### src/rtl/mm_pkg.sv
package mm_pkg;

   typedef enum logic [1:0] {
      ST_IDLE = 2'd0,
      ST_RUN  = 2'd1,
      ST_CONV = 2'd2
   } mm_state_e;

   function automatic int mm_cnt_width(input int n);
      return (n < 2) ? 1 : $clog2(n);
   endfunction

endpackage

### src/rtl/mm_csa_row.sv
module mm_csa_row #(
   parameter int N = 8
) (
   input  logic [N-1:0] a_i,
   input  logic [N-1:0] b_i,
   input  logic [N-1:0] c_i,
   output logic [N-1:0] sum_o,
   output logic [N-1:0] cy_o
);

   if (N < 1) begin : g_bad_n
      $error("mm_csa_row: N must be positive");
   end

   // One full adder per bit; no signal crosses between bit positions.
   for (genvar k = 0; k < N; k++) begin : g_fa
      assign sum_o[k] = a_i[k] ^ b_i[k] ^ c_i[k];
      assign cy_o[k]  = (a_i[k] & b_i[k]) | (a_i[k] & c_i[k]) | (b_i[k] & c_i[k]);
   end

endmodule

### src/rtl/mm_step.sv
module mm_step #(
   parameter int WIDTH = 64
) (
   input  logic [WIDTH+1:0] ss_i,
   input  logic [WIDTH+1:0] sc_i,
   input  logic             xbit_i,
   input  logic [WIDTH-1:0] y_i,
   input  logic [WIDTH-1:0] m_i,
   output logic [WIDTH+1:0] ss_o,
   output logic [WIDTH+1:0] sc_o,
   output logic             lsb_o,
   output logic             top_o
);

   localparam int SW = WIDTH + 2;

   logic [SW-1:0] add_y;
   logic [SW-1:0] s1;
   logic [SW-1:0] c1;
   logic          qbit;
   logic [SW:0]   a2;
   logic [SW:0]   b2;
   logic [SW:0]   add_m;
   logic [SW:0]   s2;
   logic [SW:0]   c2;

   assign add_y = xbit_i ? {2'b00, y_i} : '0;

   mm_csa_row #(.N(SW)) u_row_y (
      .a_i   (ss_i),
      .b_i   (sc_i),
      .c_i   (add_y),
      .sum_o (s1),
      .cy_o  (c1)
   );

   // Carry vector has weight two, so bit zero of the total is s1[0].
   assign qbit  = s1[0];
   assign a2    = {1'b0, s1};
   assign b2    = {c1, 1'b0};
   assign add_m = qbit ? {3'b000, m_i} : '0;

   mm_csa_row #(.N(SW+1)) u_row_m (
      .a_i   (a2),
      .b_i   (b2),
      .c_i   (add_m),
      .sum_o (s2),
      .cy_o  (c2)
   );

   // Halve: sum vector drops its zero LSB, carry vector loses its weight two.
   assign ss_o  = s2[SW:1];
   assign sc_o  = c2[SW-1:0];
   assign lsb_o = s2[0];
   assign top_o = c2[SW];

endmodule

### src/rtl/mm_final.sv
module mm_final #(
   parameter int WIDTH        = 64,
   parameter int REDUCE_STYLE = 0
) (
   input  logic [WIDTH+1:0] ss_i,
   input  logic [WIDTH+1:0] sc_i,
   input  logic [WIDTH-1:0] m_i,
   output logic [WIDTH-1:0] res_o,
   output logic [1:0]       hi_o
);

   localparam int FW = WIDTH + 3;

   logic [FW-1:0] full;

   assign full = {1'b0, ss_i} + {1'b0, sc_i};
   assign hi_o = full[FW-1:FW-2];

   if (REDUCE_STYLE == 0) begin : g_compare
      logic [WIDTH-1:0] diff;
      logic             ge;
      assign ge    = full[WIDTH:0] >= {1'b0, m_i};
      assign diff  = full[WIDTH-1:0] - m_i;
      assign res_o = ge ? diff : full[WIDTH-1:0];
   end else if (REDUCE_STYLE == 1) begin : g_borrow
      logic [WIDTH:0] ext;
      assign ext   = full[WIDTH:0] - {1'b0, m_i};
      assign res_o = ext[WIDTH] ? full[WIDTH-1:0] : ext[WIDTH-1:0];
   end else begin : g_bad_style
      $error("mm_final: REDUCE_STYLE must be 0 or 1");
      assign res_o = '0;
   end

endmodule

### src/rtl/csa_mont_mul.sv
module csa_mont_mul
   import mm_pkg::*;
#(
   parameter int WIDTH        = 64,
   parameter int REDUCE_STYLE = 0
) (
   input  logic             clk,
   input  logic             rst_n,
   input  logic             start,
   input  logic [WIDTH-1:0] x_in,
   input  logic [WIDTH-1:0] y_in,
   input  logic [WIDTH-1:0] m_in,
   output logic             busy,
   output logic             done,
   output logic [WIDTH-1:0] result
);

   localparam int            SW   = WIDTH + 2;
   localparam int            CW   = mm_cnt_width(WIDTH);
   localparam logic [CW-1:0] LAST = CW'(WIDTH - 1);

   if (WIDTH < 2) begin : g_bad_width
      $error("csa_mont_mul: WIDTH must be at least 2");
   end

   mm_state_e        state;
   logic [WIDTH-1:0] x_q;
   logic [WIDTH-1:0] y_q;
   logic [WIDTH-1:0] m_q;
   logic [SW-1:0]    ss_q;
   logic [SW-1:0]    sc_q;
   logic [CW-1:0]    cnt;
   logic [WIDTH-1:0] res_q;
   logic             done_q;

   logic [SW-1:0]    ss_nx;
   logic [SW-1:0]    sc_nx;
   logic             step_lsb;
   logic             step_top;
   logic [WIDTH-1:0] res_nx;
   logic [1:0]       conv_hi;

   mm_step #(.WIDTH(WIDTH)) u_step (
      .ss_i   (ss_q),
      .sc_i   (sc_q),
      .xbit_i (x_q[0]),
      .y_i    (y_q),
      .m_i    (m_q),
      .ss_o   (ss_nx),
      .sc_o   (sc_nx),
      .lsb_o  (step_lsb),
      .top_o  (step_top)
   );

   mm_final #(.WIDTH(WIDTH), .REDUCE_STYLE(REDUCE_STYLE)) u_final (
      .ss_i  (ss_q),
      .sc_i  (sc_q),
      .m_i   (m_q),
      .res_o (res_nx),
      .hi_o  (conv_hi)
   );

   always_ff @(posedge clk or negedge rst_n) begin
      if (!rst_n) begin
         state  <= ST_IDLE;
         x_q    <= '0;
         y_q    <= '0;
         m_q    <= '0;
         ss_q   <= '0;
         sc_q   <= '0;
         cnt    <= '0;
         res_q  <= '0;
         done_q <= 1'b0;
      end else begin
         done_q <= 1'b0;
         case (state)
            ST_IDLE: begin
               if (start) begin
                  x_q   <= x_in;
                  y_q   <= y_in;
                  m_q   <= m_in;
                  ss_q  <= '0;
                  sc_q  <= '0;
                  cnt   <= '0;
                  state <= ST_RUN;
               end
            end
            ST_RUN: begin
               ss_q <= ss_nx;
               sc_q <= sc_nx;
               x_q  <= x_q >> 1;
               cnt  <= cnt + 1'b1;
               if (cnt == LAST) begin
                  state <= ST_CONV;
               end
            end
            ST_CONV: begin
               res_q  <= res_nx;
               done_q <= 1'b1;
               state  <= ST_IDLE;
            end
            default: state <= ST_IDLE;
         endcase
      end
   end

   assign busy   = (state != ST_IDLE);
   assign done   = done_q;
   assign result = res_q;

   // the reduced output is below the modulus in use.
   a_r1_below_modulus: assert property (@(posedge clk) disable iff (!rst_n)
      done |-> (result < m_q));

   // the converted total stays below 2^(WIDTH+1).
   a_r1_conv_range: assert property (@(posedge clk) disable iff (!rst_n)
      (state == ST_CONV) |-> (conv_hi == 2'b00));

   // done follows the conversion cycle and lasts one cycle.
   a_r2_conv_then_done: assert property (@(posedge clk) disable iff (!rst_n)
      (state == ST_CONV) |=> done);

   a_r2_done_pulse: assert property (@(posedge clk) disable iff (!rst_n)
      done |=> !done);

   // busy and done never overlap; an accepted start raises busy.
   a_r3_busy_done_excl: assert property (@(posedge clk) disable iff (!rst_n)
      done |-> !busy);

   a_r3_start_busy: assert property (@(posedge clk) disable iff (!rst_n)
      (!busy && start) |=> busy);

   // start during a run leaves the latched operands alone.
   a_r4_start_ignored: assert property (@(posedge clk) disable iff (!rst_n)
      (busy && start) |=> ($stable(m_q) && $stable(y_q)));

   // the output only moves with done.
   a_r5_result_hold: assert property (@(posedge clk) disable iff (!rst_n)
      !done |-> $stable(result));

   // every step total is even and nothing spills past the top bit.
   a_r6_even_total: assert property (@(posedge clk) disable iff (!rst_n)
      (state == ST_RUN) |-> (!step_lsb && !step_top));

endmodule

### config.mk
export PLATFORM = sky130hd
export DESIGN_NAME = csa_mont_mul
export DESIGN_NICKNAME = d
export VERILOG_FILES = /design/src/rtl/mm_pkg.sv /design/src/rtl/mm_csa_row.sv /design/src/rtl/mm_step.sv /design/src/rtl/mm_final.sv /design/src/rtl/csa_mont_mul.sv
export SDC_FILE = /design/constraint.sdc
export NUM_CORES = 1
export LEC_CHECK = 0
export BUFFER_PORTS_ARGS = -buffer_cell sky130_fd_sc_hd__buf_2
export CORE_MARGIN = 4
export CORE_UTILIZATION = 34
export CTS_CLUSTER_DIAMETER = 60
export DETAILED_ROUTE_END_ITERATION = 10
export PLACE_DENSITY = 0.62
export SYNTH_ARGS = -nofsm -noshare
export SYNTH_HDL_FRONTEND = slang
export SYNTH_SLANG_ARGS = --single-unit
### constraint.sdc
create_clock -name clk -period 7.18 [get_ports clk]
set_clock_uncertainty 0.1 [all_clocks]
set_input_delay 0.359 -clock clk [delete_from_list [all_inputs] [get_ports clk]]
set_output_delay 0.359 -clock clk [all_outputs]
set_load 0.01 [all_outputs]
-- Word-level counts from Yosys, hierarchy flattened
Index checks and enable logic that the tools add are counted.
- flip-flop bits (word level): 397
- input bits: 195
- output and inout port bits: 66
- logic and storage cells: 957
- $add $sub $neg: 3
- order comparisons: 1
- equality and inequality tests: 5
- mux-type cells: 14
- bitwise gates (word level): 919
- reduce and logical (&&, ||, !) cells: 6
- operators by type and width (operator ; number):
    AND 1 bit ; 386
    one-hot mux 66 bit (2 select lines) ; 2
    bitwise OR 1 bit ; 262
    XOR 1 bit ; 258
    2-to-1 mux 64 bit ; 4
    one-hot mux 64 bit (2 select lines) ; 1
    2-to-1 mux 66 bit ; 1
    adder 65 bit ; 1
    >= comparator 65 x 64 -> 1 bit ; 1
    subtractor 64 bit ; 1
    one-hot mux 6 bit (2 select lines) ; 1
    AND 1 bit, second input constant ; 8
    adder 6 x 1 -> 6 bit, second input constant ; 1
    equality test 6 bit, second input constant ; 1
    2-to-1 mux 6 bit ; 1
    AND reduction 2 bit ; 3
    XOR 1 bit, second input constant ; 5
    2-to-1 mux 2 bit ; 2
    inequality test 2 bit, second input constant ; 2
    one-hot mux 2 bit (2 select lines) ; 1
    nonzero test 2 bit ; 2
    equality test 2 x 1 -> 1 bit, second input constant ; 1
    equality test 2 bit, second input constant ; 1
    zero test 2 bit ; 1
    2-to-1 mux 1 bit ; 1

-- Logic depth before layout (Yosys ltp)
- depth in word-level cells: 8
- gate-level depth with buffers: 26

-- Hierarchy
Synthesis repeated with hierarchy kept, for this count alone.
- cell total of the unflattened synthesis: 3212
- area total of the unflattened synthesis: 28179.5 um^2
- modules (own cells, without submodules) (module ; times used ; cells an instance ; area an instance (um^2)):
    csa_mont_mul ; 1 ; 1568 ; 15551.2
    mm_final ; 1 ; 1370 ; 8941.1
    mm_csa_row (u_step.u_row_m) ; 1 ; 67 ; 1341.3
    mm_csa_row (u_step.u_row_y) ; 1 ; 66 ; 1321.3
    mm_step ; 1 ; 141 ; 1024.7

-- Least setup slack after synthesis
Ideal clock, no wire load.
- path type: register to register
- from: register ss_q[0]
- to: register res_q[13], in the netlist result[13]
- setup time: 133 ps
- data arrival time: 5273 ps
- path slack: 1675 ps
- stages on the path, launching flop included: 27
- buffers on the path: 3
- period minus slack after synthesis: 5505 ps
- cell sequence: dfrtp_1 ha_1 fa_1 a211oi_1 o21ai_1 o2111ai_1 a2111oi_0 o21bai_1 o21ai_0 a21oi_1 nor3_1 or3_1 and2_1 ha_1 clkbuf_1 nand4_1 nor2_1 nand4_1 o31ai_1 inv_1 o211a_1 or2_1 buf_2 nand3_4 buf_6 mux2i_1 o21ai_1
- cells in the longest elaborated chain, start to end: 3
- elaborated cells on any way between the ends: 4
- those cells by class: 2 x add/sub; 1 x order compare; 1 x mux
- RTL lines (element ; RTL line ; RTL):
    start: declaration ; csa_mont_mul.sv:30 ; logic [SW-1:0] ss_q;
    start signal: assignment ; csa_mont_mul.sv:89 ; ss_q <= ss_nx;
    adder 65 bit * ; mm_final.sv:16 ; assign full = {1'b0, ss_i} + {1'b0, sc_i};
    subtractor 64 bit / >= comparator 65 x 64 -> 1 bit (equally long branches) ; mm_final.sv:23, mm_final.sv:22 ;
    2-to-1 mux 64 bit * ; mm_final.sv:24 ; assign res_o = ge ? diff : full[WIDTH-1:0];
    end signal: assignment ; csa_mont_mul.sv:98 ; res_q <= res_nx;
    end: declaration ; csa_mont_mul.sv:33 ; logic [WIDTH-1:0] res_q;
Every way passes the cells marked *; elsewhere a longest branch is shown, timed or not.
A chain may end at the register's enable or synchronous reset.

-- Worst setup path after layout
- from: register ss_q[26]
- to: register res_q[55], in the netlist result[55]
Same word-level chain as after synthesis.

==> results.sh <==
export IMPL_status="finished, final reports clean"
export IMPL_finalWirelength_um=83500
export IMPL_ir_worst_vdd_uv=461
export IMPL_rsz0062_at_grt="false"
export IMPL_critical_path_top_delay_family="compound AO/OA/AOI/OAI gates"
export IMPL_grt_overflow_total=0
export IMPL_final_setup_tns_ns=0
export IMPL_syn_nets=3653
export IMPL_wire_per_inst_um=17.9
export IMPL_num_rows=103
export IMPL_reg2reg_to="result[55]$_DFFE_PN0P_"
export IMPL_switching_share_pct=49.1
export IMPL_dieArea_mm2=0.0845
export IMPL_slew_headroom_pct=30.6
export IMPL_globalplace_congestion=0.918
export IMPL_reg2reg_depth=22
export IMPL_power_density_mw_per_mm2=586
export IMPL_drive_above_1_share_pct=11.5
export IMPL_grt_usage_pct=19.4
export IMPL_busiest_layer="met2"
export IMPL_yosysTopAreaCellShare_pct=36.6
export IMPL_cp_arrival_ns=7.19
export IMPL_synth_most_common_cell="nand2_1"
export IMPL_clock_root_buffer="clkbuf_16"
export IMPL_core_mm2=0.0791
export IMPL_holdWs_ns=0.255
export IMPL_rr_startpoint="ss_q[26]$_DFFE_PN0P_"
export IMPL_finalHoldViolCount=0
export IMPL_finalCriticalPeriod_ns=6.79
export IMPL_grt_max_degree=191
export IMPL_clkPwrFrac_pct=13.6
export IMPL_p_comb_share_pct=67.8
export IMPL_routed_via_density=5.14
export IMPL_synthTopCellsByArea="dfrtp_1 (37%), nand2_1 (10%), fa_1 (9.5%), ha_1 (6.1%), o21ai_0 (5.3%)"
export IMPL_setup_violations=0
export IMPL_tightest_slew_ns=1.04
export IMPL_synth_edff_count=0
export IMPL_grt_pass1_wl_um=134000
export IMPL_endpoint="result[55]$_DFFE_PN0P_"
export IMPL_cts_tree="built"
export IMPL_synth_cells=3196
export IMPL_synth_avg_cell_area_um2=8.50
export IMPL_drc_errors=0
export IMPL_die_height_um=291
export IMPL_dp_hpwl_um=60100
export IMPL_fin_crit_sh_pct=94.6
export IMPL_slowest_delay_ns=0.69
export IMPL_path_cells="ha_1, nand4_1, nor4_1, nand2_1, a211oi_1, nor2_1, inv_1, a21o_1, a21oi_1, xnor2_1, ha_1, nand2_1, nor4_1, nand4_1, a311oi_1, o21ai_0, a21oi_1, a41oi_1, a221o_1, xor2_1, nor3_1, a221o_1"
export IMPL_met2_usage_pct=30.8
export IMPL_seqPwrFrac_pct=18.6
export IMPL_drtAntennaViolNets=0
export IMPL_synthFlopType="dfrtp_1"
export IMPL_yosysSeqAreaShare_pct=36.6
export IMPL_synth_distinct_cells=76
export IMPL_crit_start="ss_q[26]$_DFFE_PN0P_"
export IMPL_async_reset_ff_share_pct=100
export IMPL_vias=23916
export IMPL_drv_slew=0
export IMPL_worst_path_buf_inv=1
export IMPL_dieWidth_um=291
export IMPL_clk_latency_ns=0.62
export IMPL_met3_usage_pct=4.15
export IMPL_r2r_setup_slack_ns=0.39
export IMPL_critPathCaptureType="flop"
export IMPL_portBuffers=260
export IMPL_hp_class="primary input to flop"
export IMPL_drt_first_pass_iters=7
export IMPL_htree_levels=2
export IMPL_netlist_area_mm2=0.0272
export IMPL_antenna_found_initial=6
export IMPL_crit_required_ns=7.57
export IMPL_max_cap_violations=0
export IMPL_crit_fanout=7
export IMPL_ios=261
export IMPL_path_class="flop to flop"
export IMPL_syn_to_final_growth_pct=21.7
export IMPL_cts_made_buffers=52
export IMPL_ys_warnings_count=0
export IMPL_p_switching_mw=9.52
export IMPL_clk_pin_slew_worst_paths_ns=0.06
export IMPL_clockBufferDepth=3
export IMPL_synthTopCellsByCount="nand2_1 (725), dfrtp_1 (397), o21ai_0 (288), nor2_1 (247), clkbuf_1 (159)"
export IMPL_nNetsFinal=4010
export IMPL_p_leak_nw=15.5
export IMPL_yosysTopAreaCell="dfrtp_1"
export IMPL_clock_sinks=397
export IMPL_drt_iter0_markers=1661
export IMPL_fmax_mhz=147
export IMPL_start_util_pct=34.3
export IMPL_n_fill_cell=8002
export IMPL_grtUsageMet1_pct=26.1
export IMPL_cpMaxStageDelayCell="nor4_1"
export IMPL_synth_seq_cells=397
export IMPL_worst_path_stages=22
export IMPL_cp_start_kind="flop"
export IMPL_p_int_mw=9.86
export IMPL_grt_pass1_vias=24088
-- routing by layer --
layer  vias up  share of wire (%)
met5         -                  0
met3       151                6.1
met4         0                3.7
li1      11657                  -
met1     11512                 45
met2       596                 46
-- cell families after synthesis --
family,share of synthesized area [%]
xor+xnor,3.61
compound gates,18.1
flops,36.6
fa+ha+maj,15.6
simple gates,21.5
buf+inv,4.10
mux,0.520
-- per-stage QoR --
| step | cell area (um2) | setup WS, ns | util (%) | power [mW] | instances |
|---|---|---|---|---|---|
| after global placement | 29300 | 0.263 | 37.1 | 16.3 | 4347 |
| after detailed placement | 29300 | 0.203 | 37.1 | 16.4 | 4347 |
| final | 33100 | 0.388 | 41.8 | 19.4 | 4650 |
| after floorplan | 27200 | 1.67 | - | 13.4 | 3196 |
| after CTS | 33000 | 0.148 | 41.7 | 19.3 | 4634 |
| after global routing | 33100 | 0.0352 | 41.8 | 21.3 | 4649 |
-- worst min-delay path by stage --
stage               cells after the start             endpoint                start
detailed placement                      2  y_q[54]$_DFFE_PN0P_  y_q[54]$_DFFE_PN0P_
global placement                        2  y_q[24]$_DFFE_PN0P_  y_q[24]$_DFFE_PN0P_
floorplan                               0   cnt[0]$_DFFE_PN0P_                rst_n
finish                                  4  y_q[63]$_DFFE_PN0P_                start
CTS                                     4  y_q[63]$_DFFE_PN0P_                start
global route                            4  y_q[61]$_DFFE_PN0P_                start
-- power by group through the flow --
stage	Combinational, mW	Sequential [mW]	Clock (mW)
floorplan	9.88	3.48	0
global placement	12.7	3.61	0
detailed placement	12.8	3.63	0
CTS	13.0	3.61	2.72
global route	14.8	3.72	2.80
finish	13.1	3.60	2.64
-- state kept, by name, indices dropped and copies added (netlist names) --
signal and flops:
sc_q 66, ss_q 66, m_q 64, result 64, x_q 64, y_q 64, cnt 6, state 2
done 1
-- cell type report --
type | instances | area [um2] | area share (%)
multi-input combinational | 2523 | 16200 | 48.9
sequential | 397 | 9940 | 30.0
timing repair buffer | 489 | 3580 | 10.8
clock buffer | 70 | 1480 | 4.47
tap | 1050 | 1310 | 3.97
inverter | 90 | 339 | 1.03
clock inverter | 24 | 250 | 0.756
antenna | 7 | 17.5 | 0.0530
-- tightest hold or removal path, delay by kind of cell --
kind	cells	cell delay (ns)
buffers and inverters	1	0.12
and+or+nand+nor	3	0.42
-- layout by cell type (no fill, tap or decap), drive strengths merged, types with 13 or more instances in the layout --
cell type / synthesis / layout
o21a: 21 / 21
o22ai: 66 / 66
nor2b: 17 / 17
o21bai: 19 / 19
and2: 146 / 146
fa: 129 / 129
nand2: 725 / 725
a31oi: 61 / 61
mux2i: 13 / 13
dfrtp: 397 / 397
ha: 133 / 133
o211ai: 25 / 25
and3: 21 / 21
xnor2: 62 / 62
a211oi: 22 / 22
nand3: 49 / 49
inv: 90 / 94
clkbuf: 160 / 70
dlygate4sd3: 0 / 193
nor3: 29 / 29
xor2: 50 / 50
buf: 26 / 296
a21o: 72 / 72
o21ai: 306 / 306
clkinv: 0 / 14
nand4: 36 / 36
a21oi: 153 / 153
nor2: 248 / 248
-- repair_timing --
item / in CTS / in global routing
setup endpoints to repair: 0 / 62
gates resized for setup: 0 / 3
buffers inserted: 0 / 9
hold buffers: 193 / 0
hold endpoints to repair: 299 / 0
Power figures use the tool's default switching activity.
